### src/rtl/smbus_cfg_pkg.sv
package smbus_cfg_pkg;

  typedef enum logic [2:0] {
    ST_IDLE,
    ST_RX,
    ST_RXACK,
    ST_TX,
    ST_TXACK,
    ST_WAIT
  } link_st_t;

  typedef enum logic [1:0] {
    RL_ADDR,
    RL_CMD,
    RL_CNT,
    RL_DATA
  } byte_role_t;

  // Reset image of each byte; read-only positions hold 0.
  function automatic logic [7:0] cfg_default(input int idx);
    case (idx)
      0:       return 8'h08;
      1:       return 8'h07;
      2:       return 8'h7F;
      3:       return 8'hC7;
      4:       return 8'h3F;
      5:       return 8'h40;
      default: return 8'h00;
    endcase
  endfunction

  // Bits a host write may change.
  function automatic logic [7:0] cfg_wmask(input int idx);
    case (idx)
      0:       return 8'hE8;
      1:       return 8'h7F;
      2, 3, 4, 5, 8, 9: return 8'hFF;
      default: return 8'h00;
    endcase
  endfunction

endpackage

### src/rtl/smbus_line_sync.sv
module smbus_line_sync (
  input  logic clk,
  input  logic rst_n,
  input  logic scl_i,
  input  logic sda_i,
  output logic scl_s,
  output logic sda_s,
  output logic scl_rise,
  output logic scl_fall,
  output logic bus_start,
  output logic bus_stop
);

  logic scl_m, sda_m, scl_p, sda_p;

  always_ff @(posedge clk or negedge rst_n) begin
    if (!rst_n) begin
      scl_m <= 1'b1;
      sda_m <= 1'b1;
      scl_s <= 1'b1;
      sda_s <= 1'b1;
      scl_p <= 1'b1;
      sda_p <= 1'b1;
    end else begin
      scl_m <= scl_i;
      sda_m <= sda_i;
      scl_s <= scl_m;
      sda_s <= sda_m;
      scl_p <= scl_s;
      sda_p <= sda_s;
    end
  end

  always_comb begin
    scl_rise  = scl_s & ~scl_p;
    scl_fall  = ~scl_s & scl_p;
    bus_start = scl_s & scl_p & sda_p & ~sda_s;
    bus_stop  = scl_s & scl_p & ~sda_p & sda_s;
  end

endmodule

### src/rtl/smbus_link.sv
module smbus_link
  import smbus_cfg_pkg::*;
#(
  parameter logic [6:0] SLAVE_ADDR  = 7'h69,
  parameter int         NUM_BYTES   = 10,
  parameter int         TIMEOUT_CYC = 50000
) (
  input  logic       clk,
  input  logic       rst_n,
  input  logic       scl_s,
  input  logic       sda_s,
  input  logic       scl_rise,
  input  logic       scl_fall,
  input  logic       bus_start,
  input  logic       bus_stop,
  output logic       sda_oe,
  output logic       wr_en,
  output logic [7:0] wr_addr,
  output logic [7:0] wr_data,
  output logic [7:0] rd_addr,
  input  logic [7:0] rd_data
);

  localparam int         TW       = $clog2(TIMEOUT_CYC + 1);
  localparam logic [7:0] CNT_BYTE = 8'(NUM_BYTES);
  localparam logic [TW-1:0] TMO_LAST = TW'(TIMEOUT_CYC - 1);

  link_st_t   st_q, st_d;
  byte_role_t role_q, role_d;
  logic [3:0] bit_q, bit_d;
  logic [7:0] sh_q, sh_d;
  logic [7:0] ptr_q, ptr_d;
  logic       cmd_q, cmd_d;
  logic       rd_q, rd_d;
  logic       more_q, more_d;
  logic       oe_q, oe_d;
  logic [TW-1:0] tmo_q, tmo_d;
  logic       tmo_run, tmo_hit;
  logic [7:0] ptr_inc;

  always_comb begin
    tmo_run = (st_q != ST_IDLE) && !scl_s;
    tmo_hit = tmo_run && (tmo_q == TMO_LAST);
    tmo_d   = (tmo_run && !tmo_hit) ? tmo_q + 1'b1 : '0;
    ptr_inc = (ptr_q == 8'hFF) ? ptr_q : ptr_q + 8'd1;
  end

  always_comb begin
    st_d   = st_q;
    role_d = role_q;
    bit_d  = bit_q;
    sh_d   = sh_q;
    ptr_d  = ptr_q;
    cmd_d  = cmd_q;
    rd_d   = rd_q;
    more_d = more_q;
    oe_d   = oe_q;
    wr_en  = 1'b0;
    if (bus_start) begin
      st_d   = ST_RX;
      bit_d  = 4'd0;
      role_d = RL_ADDR;
      oe_d   = 1'b0;
      rd_d   = 1'b0;
    end else if (bus_stop || tmo_hit) begin
      st_d  = ST_IDLE;
      oe_d  = 1'b0;
      cmd_d = 1'b0;
      rd_d  = 1'b0;
    end else begin
      case (st_q)
        ST_RX: begin
          if (scl_rise && (bit_q < 4'd8)) begin
            sh_d  = {sh_q[6:0], sda_s};
            bit_d = bit_q + 4'd1;
          end else if (scl_fall && (bit_q == 4'd8)) begin
            st_d = ST_RXACK;
            oe_d = 1'b1;
            case (role_q)
              RL_ADDR: begin
                if (sh_q[7:1] != SLAVE_ADDR) begin
                  st_d = ST_WAIT;
                  oe_d = 1'b0;
                end else if (!sh_q[0]) begin
                  role_d = RL_CMD;
                end else if (cmd_q) begin
                  rd_d = 1'b1;
                end else begin
                  st_d = ST_WAIT;
                  oe_d = 1'b0;
                end
              end
              RL_CMD: begin
                if (sh_q == 8'h00) begin
                  cmd_d  = 1'b1;
                  role_d = RL_CNT;
                end else begin
                  st_d = ST_WAIT;
                  oe_d = 1'b0;
                end
              end
              RL_CNT: begin
                role_d = RL_DATA;
                ptr_d  = 8'd0;
              end
              default: begin
                wr_en = 1'b1;
                ptr_d = ptr_inc;
              end
            endcase
          end
        end
        ST_RXACK: begin
          if (scl_fall) begin
            if (rd_q) begin
              st_d  = ST_TX;
              sh_d  = CNT_BYTE;
              oe_d  = ~CNT_BYTE[7];
              bit_d = 4'd1;
              ptr_d = 8'd0;
            end else begin
              st_d  = ST_RX;
              oe_d  = 1'b0;
              bit_d = 4'd0;
            end
          end
        end
        ST_TX: begin
          if (scl_fall) begin
            if (bit_q == 4'd8) begin
              oe_d = 1'b0;
              st_d = ST_TXACK;
            end else begin
              sh_d  = {sh_q[6:0], 1'b0};
              oe_d  = ~sh_q[6];
              bit_d = bit_q + 4'd1;
            end
          end
        end
        ST_TXACK: begin
          if (scl_rise) begin
            more_d = ~sda_s;
          end else if (scl_fall) begin
            if (more_q) begin
              st_d  = ST_TX;
              sh_d  = rd_data;
              oe_d  = ~rd_data[7];
              bit_d = 4'd1;
              ptr_d = ptr_inc;
            end else begin
              st_d = ST_WAIT;
            end
          end
        end
        default: ;
      endcase
    end
  end

  always_ff @(posedge clk or negedge rst_n) begin
    if (!rst_n) begin
      st_q   <= ST_IDLE;
      role_q <= RL_ADDR;
      bit_q  <= 4'd0;
      sh_q   <= 8'd0;
      ptr_q  <= 8'd0;
      cmd_q  <= 1'b0;
      rd_q   <= 1'b0;
      more_q <= 1'b0;
      oe_q   <= 1'b0;
      tmo_q  <= '0;
    end else begin
      st_q   <= st_d;
      role_q <= role_d;
      bit_q  <= bit_d;
      sh_q   <= sh_d;
      ptr_q  <= ptr_d;
      cmd_q  <= cmd_d;
      rd_q   <= rd_d;
      more_q <= more_d;
      oe_q   <= oe_d;
      tmo_q  <= tmo_d;
    end
  end

  assign sda_oe  = oe_q;
  assign wr_addr = ptr_q;
  assign wr_data = sh_q;
  assign rd_addr = ptr_q;

  // never pulls the line while idle
  a_r1_idle_released: assert property (@(posedge clk) disable iff (!rst_n)
    (st_q == ST_IDLE) |-> !sda_oe);
  // stop releases the line
  a_r10_stop_release: assert property (@(posedge clk) disable iff (!rst_n)
    bus_stop |=> !sda_oe);
  // timeout releases the line
  a_r10_timeout_release: assert property (@(posedge clk) disable iff (!rst_n)
    tmo_hit |=> (!sda_oe && (st_q == ST_IDLE)));
  // the slave only starts pulling while the clock line is low
  a_r4_pull_on_low: assert property (@(posedge clk) disable iff (!rst_n)
    $rose(sda_oe) |-> !scl_s);
  // each stored data byte moves the index up by one
  a_r3_index_advance: assert property (@(posedge clk) disable iff (!rst_n)
    wr_en |=> ((ptr_q == $past(ptr_q) + 8'd1) || ($past(ptr_q) == 8'hFF)));

endmodule

### src/rtl/smbus_cfg_regfile.sv
module smbus_cfg_regfile
  import smbus_cfg_pkg::*;
#(
  parameter int         NUM_BYTES   = 10,
  parameter logic [3:0] VENDOR_CODE = 4'h1
) (
  input  logic                   clk,
  input  logic                   rst_n,
  input  logic                   wr_en,
  input  logic [7:0]             wr_addr,
  input  logic [7:0]             wr_data,
  input  logic [7:0]             rd_addr,
  output logic [7:0]             rd_data,
  input  logic                   cpu_stop_n_i,
  input  logic                   pci_stop_n_i,
  input  logic [2:0]             sel_i,
  input  logic                   mult_i,
  output logic [NUM_BYTES*8-1:0] regs_o,
  output logic                   pci_run_o
);

  localparam logic [7:0] CNT_BYTE = 8'(NUM_BYTES);

  for (genvar g = 0; g < NUM_BYTES; g++) begin : g_byte
    localparam logic [7:0] DEF  = cfg_default(g);
    localparam logic [7:0] MASK = cfg_wmask(g);
    logic [7:0] q, d;
    logic       hit;

    always_comb begin
      hit = wr_en && (wr_addr == 8'(g));
      d   = hit ? ((q & ~MASK) | (wr_data & MASK)) : q;
    end

    always_ff @(posedge clk or negedge rst_n) begin
      if (!rst_n) q <= DEF;
      else        q <= d;
    end

    assign regs_o[g*8 +: 8] = q;
  end

  logic [7:0] base;

  always_comb begin
    base = 8'h00;
    for (int i = 0; i < NUM_BYTES; i++) begin
      if (rd_addr == 8'(i)) base = regs_o[i*8 +: 8];
    end
    case (rd_addr)
      8'd0:    rd_data = {base[7:5], cpu_stop_n_i, pci_stop_n_i & base[3], sel_i};
      8'd1:    rd_data = {mult_i, base[6:0]};
      8'd6:    rd_data = {VENDOR_CODE, 4'b0001};
      default: rd_data = base;
    endcase
  end

  assign pci_run_o = pci_stop_n_i & regs_o[3];

  // writes to the signature byte leave storage untouched
  a_r8_sig_write: assert property (@(posedge clk) disable iff (!rst_n)
    (wr_en && (wr_addr == 8'd6)) |=> $stable(regs_o));
  // writes to the dead byte or beyond the range leave storage untouched
  a_r9_dead_write: assert property (@(posedge clk) disable iff (!rst_n)
    (wr_en && ((wr_addr == 8'd7) || (wr_addr >= CNT_BYTE))) |=> $stable(regs_o));
  // internal stop bit low forces the run flag low
  a_r7_stop_and: assert property (@(posedge clk) disable iff (!rst_n)
    !regs_o[3] |-> !pci_run_o);

endmodule

### src/rtl/smbus_cfg_slave.sv
module smbus_cfg_slave
  import smbus_cfg_pkg::*;
#(
  parameter logic [6:0] SLAVE_ADDR  = 7'h69,
  parameter int         NUM_BYTES   = 10,
  parameter logic [3:0] VENDOR_CODE = 4'h1,
  parameter int         TIMEOUT_CYC = 50000
) (
  input  logic                   clk,
  input  logic                   rst_n,
  input  logic                   scl_i,
  input  logic                   sda_i,
  output logic                   sda_oe_o,
  input  logic                   cpu_stop_n_i,
  input  logic                   pci_stop_n_i,
  input  logic [2:0]             sel_i,
  input  logic                   mult_i,
  output logic [NUM_BYTES*8-1:0] regs_o,
  output logic                   pci_run_o
);

  logic [1:0] rst_sync_q;
  logic       core_rst_n;

  always_ff @(posedge clk or negedge rst_n) begin
    if (!rst_n) rst_sync_q <= 2'b00;
    else        rst_sync_q <= {rst_sync_q[0], 1'b1};
  end
  assign core_rst_n = rst_sync_q[1];

  logic scl_s, sda_s, scl_rise, scl_fall, bus_start, bus_stop;
  logic wr_en;
  logic [7:0] wr_addr, wr_data, rd_addr, rd_data;

  smbus_line_sync u_sync (
    .clk       (clk),
    .rst_n     (core_rst_n),
    .scl_i     (scl_i),
    .sda_i     (sda_i),
    .scl_s     (scl_s),
    .sda_s     (sda_s),
    .scl_rise  (scl_rise),
    .scl_fall  (scl_fall),
    .bus_start (bus_start),
    .bus_stop  (bus_stop)
  );

  smbus_link #(
    .SLAVE_ADDR  (SLAVE_ADDR),
    .NUM_BYTES   (NUM_BYTES),
    .TIMEOUT_CYC (TIMEOUT_CYC)
  ) u_link (
    .clk       (clk),
    .rst_n     (core_rst_n),
    .scl_s     (scl_s),
    .sda_s     (sda_s),
    .scl_rise  (scl_rise),
    .scl_fall  (scl_fall),
    .bus_start (bus_start),
    .bus_stop  (bus_stop),
    .sda_oe    (sda_oe_o),
    .wr_en     (wr_en),
    .wr_addr   (wr_addr),
    .wr_data   (wr_data),
    .rd_addr   (rd_addr),
    .rd_data   (rd_data)
  );

  smbus_cfg_regfile #(
    .NUM_BYTES   (NUM_BYTES),
    .VENDOR_CODE (VENDOR_CODE)
  ) u_regs (
    .clk          (clk),
    .rst_n        (core_rst_n),
    .wr_en        (wr_en),
    .wr_addr      (wr_addr),
    .wr_data      (wr_data),
    .rd_addr      (rd_addr),
    .rd_data      (rd_data),
    .cpu_stop_n_i (cpu_stop_n_i),
    .pci_stop_n_i (pci_stop_n_i),
    .sel_i        (sel_i),
    .mult_i       (mult_i),
    .regs_o       (regs_o),
    .pci_run_o    (pci_run_o)
  );

endmodule

### config.mk
export PLATFORM = sky130hd
export DESIGN_NAME = smbus_cfg_slave
export DESIGN_NICKNAME = d
export VERILOG_FILES = /design/src/rtl/smbus_cfg_pkg.sv /design/src/rtl/smbus_line_sync.sv /design/src/rtl/smbus_link.sv /design/src/rtl/smbus_cfg_regfile.sv /design/src/rtl/smbus_cfg_slave.sv
export SDC_FILE = /design/constraint.sdc
export NUM_CORES = 1
export LEC_CHECK = 0
export ABC_AREA = 1
export BUFFER_PORTS_ARGS = -buffer_cell sky130_fd_sc_hd__clkbuf_2
export CAP_MARGIN = 20
export CORE_MARGIN = 8
export CORE_UTILIZATION = 48
export CTS_BUF_LIST = sky130_fd_sc_hd__clkbuf_2 sky130_fd_sc_hd__clkbuf_4 sky130_fd_sc_hd__clkbuf_8
export CTS_CLUSTER_SIZE = 40
export DETAILED_ROUTE_END_ITERATION = 7
export MAX_ROUTING_LAYER = met4
export PLACE_DENSITY = 0.68
export SETUP_SLACK_MARGIN = 0.15
export SLEW_MARGIN = 20
export SYNTH_ARGS = -nofsm -noshare
export SYNTH_HDL_FRONTEND = slang
export SYNTH_SLANG_ARGS = --single-unit
export TNS_END_PERCENT = 50
### constraint.sdc
create_clock -name clk -period 3.2 [get_ports clk]
set_clock_uncertainty 0.15 [all_clocks]
set_input_delay 0.32 -clock clk [delete_from_list [all_inputs] [get_ports clk]]
set_output_delay 0.32 -clock clk [all_outputs]
set_load 0.01 [all_outputs]
==> reports/metrics.yaml <==
grtUsageTotal_pct: 21.4
synth_common_cells: "nand2_1 (193), dfrtp_1 (83), inv_1 (76)"
cts_root_buffer: "clkbuf_8"
port-buffer-count: 70
crit_chain: "inv_1 -> ha_1 -> nand3_1 -> nor2_1 -> nor2_1 -> nand3_1 -> nand3_1 -> nand2_1 -> nand2_1 -> nand2_1 -> nand2_1 -> nand2_1 -> nand2_1 -> nand2_1 -> nand2_1"
antennaDiodeCount: 0
cp-end-kind: "register"
gp_congestion: 0.970
yosysTopAreaCell: "dfrtp_1"
slowest_stage: "nor2_1"
setup_viol: 0
post_cts_buffers: 0
cts_tree: "built"
ir_worst_vdd_mv: 0.379
r2r_setup_slack_ns: 0.57
chipWidth_microns: 130
vias: 5582
maxSlewHeadroom_pct: 49.4
path_class: "reg2reg"
syn-cell-area_sq_um: 6190
avgSynthCellArea_sq_um: 7.86
p_switching_w: 0.00195
synth_warnings: 0
synth-async-reset-ratio_pct: 100
grt_max_degree: 60
io_pins: 92
grt_first_pass_wirelength_microns: 27400
finalCriticalPeriod_ns: 2.63
hold_path.class: "in2async"
netlist_instances: 787
grt_overflow: 0
dieArea_sq_um: 16800
vias_per_cell: 5.39
required_ns: 3.34
synth.top_cell.area_share_pct: 33.6
core_region_area_sq_um: 12600
clk_pin_slew_ns: 0.11
slowest_delay_ns: 0.60
start_util_pct: 49.0
drive_gt1_share_pct: 19.4
grt_pass1_vias: 5440
pwr-share-seq_pct: 40.2
clk_path_buf_depth: 2
hold_viol_final: 0
p_leak_nw: 3.17
layout.nets: 880
seq_area_frac_synth_pct: 45.9
power_w: 0.00447
synth-seq-cells: 112
drtAntennaViolNets: 0
cts-buffers-inserted: 9
tightestPinTransition_ns: 0.757
fin_crit_sh_pct: 82.2
die_h_microns: 130
rsz0062_at_grt: "no"
first_iter_violations: 495
drt-total-wl_microns: 16700
antenna_found_initial: 0
worstPathMaxFanout: 12
cap_violations: 0
maxSlewViolCount: 0
ys_types: 39
dp_hpwl_microns: 12700
clockPowerShare_pct: 21.3
clkLatencyLatePin_ns: 0.40
first_pass_iters: 5
row_count: 41
wl_per_cell_microns: 16.2
internal-power_w: 0.00252
yosysMostFrequentCell: "nand2_1"
htree_levels: 3
numClockSinks: 112
crit_top_cell: "nand2_1"
ctsHoldBuffers: 3
fmax_ghz: 0.380
worstPathArrival_ns: 2.77
p_comb_share_pct: 38.5
area_growth_pct: 11.4
p_sw_share_pct: 43.6
synth_top_flop_cell: "dfrtp_1"
whs_ns: 0.0698
synthTopCellsByArea: "dfrtp_1 (34%), dfstp_2 (12%), nand2_1 (12%), a21oi_1 (6.0%), inv_1 (4.6%)"
synth_edf_count: 0
worst_setup_path_start_kind: "register"
tns_ns: 0
route.detailed.drc: 0
status: "complete, no violations"
ctsResizeCount: 0
powerDensity_nw_per_um2: 648
logic make-up (layout without fill, tap and decap cells):
family	after synthesis	after routing	synth area share [%]
simple gates	351	351	25.7
buf+inv	130	186	9.54
compound gates	176	176	15.7
xor+xnor	3	3	0.425
flops	112	112	45.9
other cells	2	22	0.121
mux	1	1	0.182
fa+ha+maj	12	12	2.43
cell usage in the layout, fill, tap and decap left out, types with 9 or more instances in the layout:
cell type and count:
nor3_1 15, nand3_1 35, nor2_2 12, nand4_1 10, inv_2 16, a21oi_1 74, clkbuf_8 9, conb_1 22
nor2_1 60, inv_1 76, o21ai_0 47, o21ai_1 19, dfstp_2 29, dfrtp_1 82, o21a_1 25, ha_1 12
nand2_1 193, clkbuf_2 70
metrics by stage:
stage | util (%) | setup WS, ns | cell area [sq um] | instances
3_3_place_gp | 52.6 | 0.724 | 6640 | 1016
2_1_floorplan | - | 1.17 | 6260 | 807
4_1_cts | 54.6 | 0.574 | 6890 | 1035
3_5_place_dp | 52.6 | 0.590 | 6640 | 1016
6_report | 54.6 | 0.571 | 6890 | 1035
5_1_grt | 54.6 | 0.249 | 6890 | 1035
cell type report:
type | count | area, sq um
Clock buffer | 9 | 124
Inverter | 92 | 345
Sequential cell | 112 | 2840
Clock inverter | 7 | 103
Fill cell | 1251 | 5730
Multi-Input combinational cell | 565 | 2830
Timing Repair Buffer | 78 | 430
Tap cell | 172 | 215
critical path, delay by kind of cell (launching register included):
family	cells	cell delay, ns
buffers and inverters	1	0.12
DFF	1	0.42
and+or+nand+nor	13	1.62
adders and majority gates	1	0.23
sequential cells by signal, indices dropped and copies added (netlist names), 2 cells and up:
register	flops
u_regs.g_byte.q	59
u_link.role_q	2
rst_sync_q	2
u_link.wr_data	8
u_link.st_q	3
u_link.tmo_q	16
u_link.bit_q	4
u_link.rd_addr	8
worst paths after layout:
check	start	to	cells after the start
max in group asynchronous	rst_sync_q[1]	u_regs.g_byte[2].q[4]	1
min reg2reg	rst_sync_q[1]	u_link.bit_q[3]	0
min	rst_n	rst_sync_q[1]	2
max	u_link.rd_addr[0]	u_link.wr_data[3]	15
max reg2reg	u_link.rd_addr[0]	u_link.wr_data[3]	15
min in group clk	sel_i[2]	u_link.wr_data[2]	5
power by group through the flow:
| stage | Sequential [W] | Combinational [W] | Clock (W) |
|---|---|---|---|
| after floorplan | 0.00170 | 0.00135 | 0 |
| after global placement | 0.00181 | 0.00167 | 0 |
| after detailed placement | 0.00182 | 0.00169 | 0 |
| after CTS | 0.00179 | 0.00170 | 0.000984 |
| after global routing | 0.00182 | 0.00195 | 0.00104 |
| final | 0.00180 | 0.00172 | 0.000953 |
routing by layer:
metal	wire length, microns	vias up	track usage, %
li1	-	2674	-
met5	0	-	-
met3	1070	31	4.44
met4	328	0	6.83
met2	8000	202	35.1
met1	7340	2675	26.0
Note: power is estimated with default switching activity, not from simulation.
